[src/rtl/cs_sqrt.sv]
module cs_sqrt #(
  parameter int W = 8,
  localparam int N = W / 2
) (
  input  logic [W-1:0] radicand,
  output logic [N-1:0] root,
  output logic [N:0]   rem
);

  logic [W-1:0] part [0:N];
  logic [N-1:0] qacc [0:N];

  assign part[0] = radicand;
  assign qacc[0] = '0;

  for (genvar k = 0; k < N; k++) begin : g_row
    localparam int J  = N - 1 - k;
    localparam int WD = (k == 0) ? 2 : k + 3;
    localparam int LO = 2 * J;

    logic [N+1:0]  trial;
    logic [WD-1:0] rwin, dinv, xsum, sout;
    logic          qbit;
    logic [W-1:0]  nxt;

    assign trial = {qacc[k], 2'b01};
    assign dinv  = ~trial[WD-1:0];
    assign rwin  = part[k][LO +: WD];

    always_comb begin
      logic c;
      c = 1'b1;
      for (int i = 0; i < WD; i++) begin
        xsum[i] = dinv[i] ^ c;
        c = (rwin[i] & dinv[i]) | (rwin[i] & c) | (dinv[i] & c);
      end
      qbit = c;
    end

    assign sout = rwin ^ (xsum & {WD{qbit}});

    always_comb begin
      nxt = part[k];
      nxt[LO +: WD] = sout;
    end

    assign part[k+1] = nxt;
    assign qacc[k+1] = {qacc[k][N-2:0], qbit};
  end

  assign root = qacc[N];
  assign rem  = part[N][N:0];

endmodule

[config.mk]
export PLATFORM = sky130hd
export DESIGN_NAME = cs_sqrt
export DESIGN_NICKNAME = d
export VERILOG_FILES = /design/src/rtl/cs_sqrt.sv
export SDC_FILE = /design/constraint.sdc
export NUM_CORES = 1
export LEC_CHECK = 0
export BUFFER_PORTS_ARGS = -buffer_cell sky130_fd_sc_hd__buf_4
export CAP_MARGIN = 40
export CORE_MARGIN = 2
export CORE_UTILIZATION = 33
export DETAILED_ROUTE_END_ITERATION = 8
export GPL_TIMING_DRIVEN = 0
export PLACE_DENSITY = 0.66
export SYNTH_ARGS = -nofsm -noshare
export SYNTH_HDL_FRONTEND = slang
export SYNTH_SLANG_ARGS = --single-unit
[constraint.sdc]
create_clock -name vclk -period 3.5
set_input_delay 0 -clock vclk [all_inputs]
set_output_delay 0 -clock vclk [all_outputs]
set_load 0.02 [all_outputs]
==> impl_results.md <==
* Multiplexer area fraction after synthesis at 0%
* RSZ-0062 raised after global routing: no
* Post-synthesis cell type count at 40
* Crit path launch type: primary input
* Synth warnings at 0
* Hold path endpoint: rem[1]
* Highest clock rate at 325.7 MHz
* Final wirelength at 1253 um
* DR DRC count at 0
* Hold path start: radicand[1]
* WP data arrival at 3.07 ns
* Post-synthesis simple-gate area fraction at 29.14%
* WP data required at 3.50 ns
* Post-Syn Nets at 85
* Antenna Cells at 0
* # IOs at 17
* Vias in the first global route at 466
* # setup viols final at 0
* Commonest cells post-synth: 7 x nor2_1, 5 x buf_4, 5 x inv_1
* Adder-Cell Fraction of Synth Area at 11.19%
* Worst path slowest cell: or3_1
* Hold Buf Count CTS at 0
* Global Route Usage Sum at 12.80%
* PwrDens at 250.9 nW/um2
* Tcrit/Tclk final at 87.73%
* Initial Utilization at 35.22%
* Crit path largest cell delay at 0.39 ns
* Port buffer count at 16
* Slew @ Worst Pin at 0.4830 ns
* Dpl cells at 105
* First-pass DRT Iterations at 4
* Xor and xnor area share after synthesis at 9.790%
* Most common cell on crit path: ha_1
* Critical Path Fanout Max at 10
* P&R area growth vs syn at 26.11%
* Largest net degree at the start of global routing at 11
* Vias/cell at 5.524
* Rel. slew slack at 67.80%
* Share of the synthesized area in the top cell type at 9.324%
* Die W at 44.33 um
* CP Cell Sequence: buf_4 > buf_4 > and2b_1 > nand2_1 > o21ai_0 > ha_1 > a31o_2 > ha_1 > xor2_1 > maj3_1 > ha_1 > or3_1 > ha_1 > xor2_1 > buf_4
* Clock buffers at 0
* Synth Area in Compound Gates at 36.60%
* Nets at 103
* Die Span Y at 44.33 um
* Fin cells at 105
* Antenna-violating nets left at 0
* Setup ws final at 0.4295 ns
* Routed length per instance at 11.93 um
* First-pass GRT wire length at 2063 um
* Status: completed
* VDD IR max at 106.4 uV
* Final HPWL DP at 948.2 um
* Final Critical Period at 3.070 ns
* Fin. max-slew vios at 0
* Post-Syn Instances at 73
* Share of layout cells above drive strength 1 at 33.71%
* # Post-CTS Setup Buffers at 0
* Leakage at 0.2952 nW
* Syn Area/Cell at 7.353 um2
* Seq/Total Area, Yosys at 0%
* RePlAce Congestion at 0.7959
* Global route overflow at 0
* Antenna violations before repair at 0
* Num sequential at 0
* Core footprint at 1524 um2
* DR vias at 580
* Worst Hold Depth at 3
* Pre-CTS setup slack at 0.4286 ns
* Total Power at 0.1698 mW
* Largest family of logic cells by synthesized area: compound AO/OA/AOI/OAI gates
* Post-CTS sizing at 0
* Netlist area before placement at 536.8 um2
* Synth area leader: ha_1
* Final hold violations at 0
* DR iter-0 viols at 7
* Reg area at 0 um2
* Most common cell in the netlist: nor2_1
* Critical path class: in -> out
* Num rows at 14
* Fillers at 151
* Setup TNS at 0 ns
* Endpoint type of the worst setup path: output pin
* Top cells by area, synth: ha_1 9.3%, buf_4 7.0%, xor2_1 6.5%
* Maxcap violations at 0
* Worst min-delay path class: in -> out
* DIE AREA at 1965 um2
## power by group
part	internal, mW	leakage, nW	switching [mW]	total, mW
Clock	0	0	0	0
Sequential	0	0	0	0
Combinational	0.0799	0.295	0.0899	0.170
## per-stage QoR
stage | hold slack (ns) | cell area, um2 | util, %
2_1_floorplan | 0.1283 | 536.8 | -
3_3_place_gp | 0.2912 | 676.9 | 44.42
3_5_place_dp | 0.2909 | 676.9 | 44.42
4_1_cts | 0.2913 | 676.9 | 44.42
5_1_grt | 0.3010 | 676.9 | 44.42
6_report | 0.2908 | 676.9 | 44.42
## worst max-delay path by stage
| stage | from | endpoint | slack, ns | cells after the start |
|---|---|---|---|---|
| floorplan | radicand[4] | rem[1] | 0.67 | 10 |
| global placement | radicand[6] | rem[1] | 0.44 | 15 |
| detailed placement | radicand[6] | rem[1] | 0.43 | 15 |
| CTS | radicand[6] | rem[1] | 0.43 | 15 |
| global route | radicand[6] | rem[1] | 0.28 | 15 |
| finish | radicand[6] | rem[1] | 0.43 | 15 |
## cells by family (layout without fill, tap and decap cells)
kind of cell,Yosys count,after routing
buffers and inverters,13,29
AO/OA/AOI/OAI,21,21
XOR/XNOR,6,6
adder cells (fa/ha/maj),5,5
AND/OR/NAND/NOR,28,28
## layout make-up
cell class	count	area [um2]	area share, %
buffer	8	52.55	7.763
inverter	5	18.77	2.773
multi-input combinational	60	465.4	68.76
tap	16	20.02	2.957
timing repair buffer	16	120.1	17.74
## worst max-delay path, delay by kind of cell
family | cells | cell delay (ns)
adders and majority gates | 5 | 1.33
and+or+nand+nor | 3 | 0.66
buffers and inverters | 3 | 0.42
AOI/OAI and AO/OA | 2 | 0.34
xor gates and xnor gates | 2 | 0.33
## metal layers
layer | routed length, um | vias to the layer above | global-route usage, % | part of all wire [%]
met5 | 0 | - | 0 | 0
met4 | 0 | 0 | 0 | 0
met3 | 22 | 0 | 0 | 1.8
met2 | 587 | 8 | 20.59 | 47
met1 | 643 | 269 | 20.24 | 51
li1 | - | 303 | - | -
## cells in the final DEF (no fill, tap or decap), types with 2 or more instances in the layout
cell | synthesis | layout
a21oi_1 | 2 | 2
a221oi_1 | 2 | 2
buf_2 | 3 | 3
buf_4 | 5 | 21
ha_1 | 4 | 4
inv_1 | 5 | 5
nand2_1 | 2 | 2
nand3_1 | 2 | 2
nor2_1 | 7 | 7
nor3_1 | 4 | 4
o21ai_0 | 2 | 2
or3_1 | 3 | 3
xnor2_1 | 2 | 2
xor2_1 | 4 | 4
Note: power is estimated with default switching activity, not from simulation.
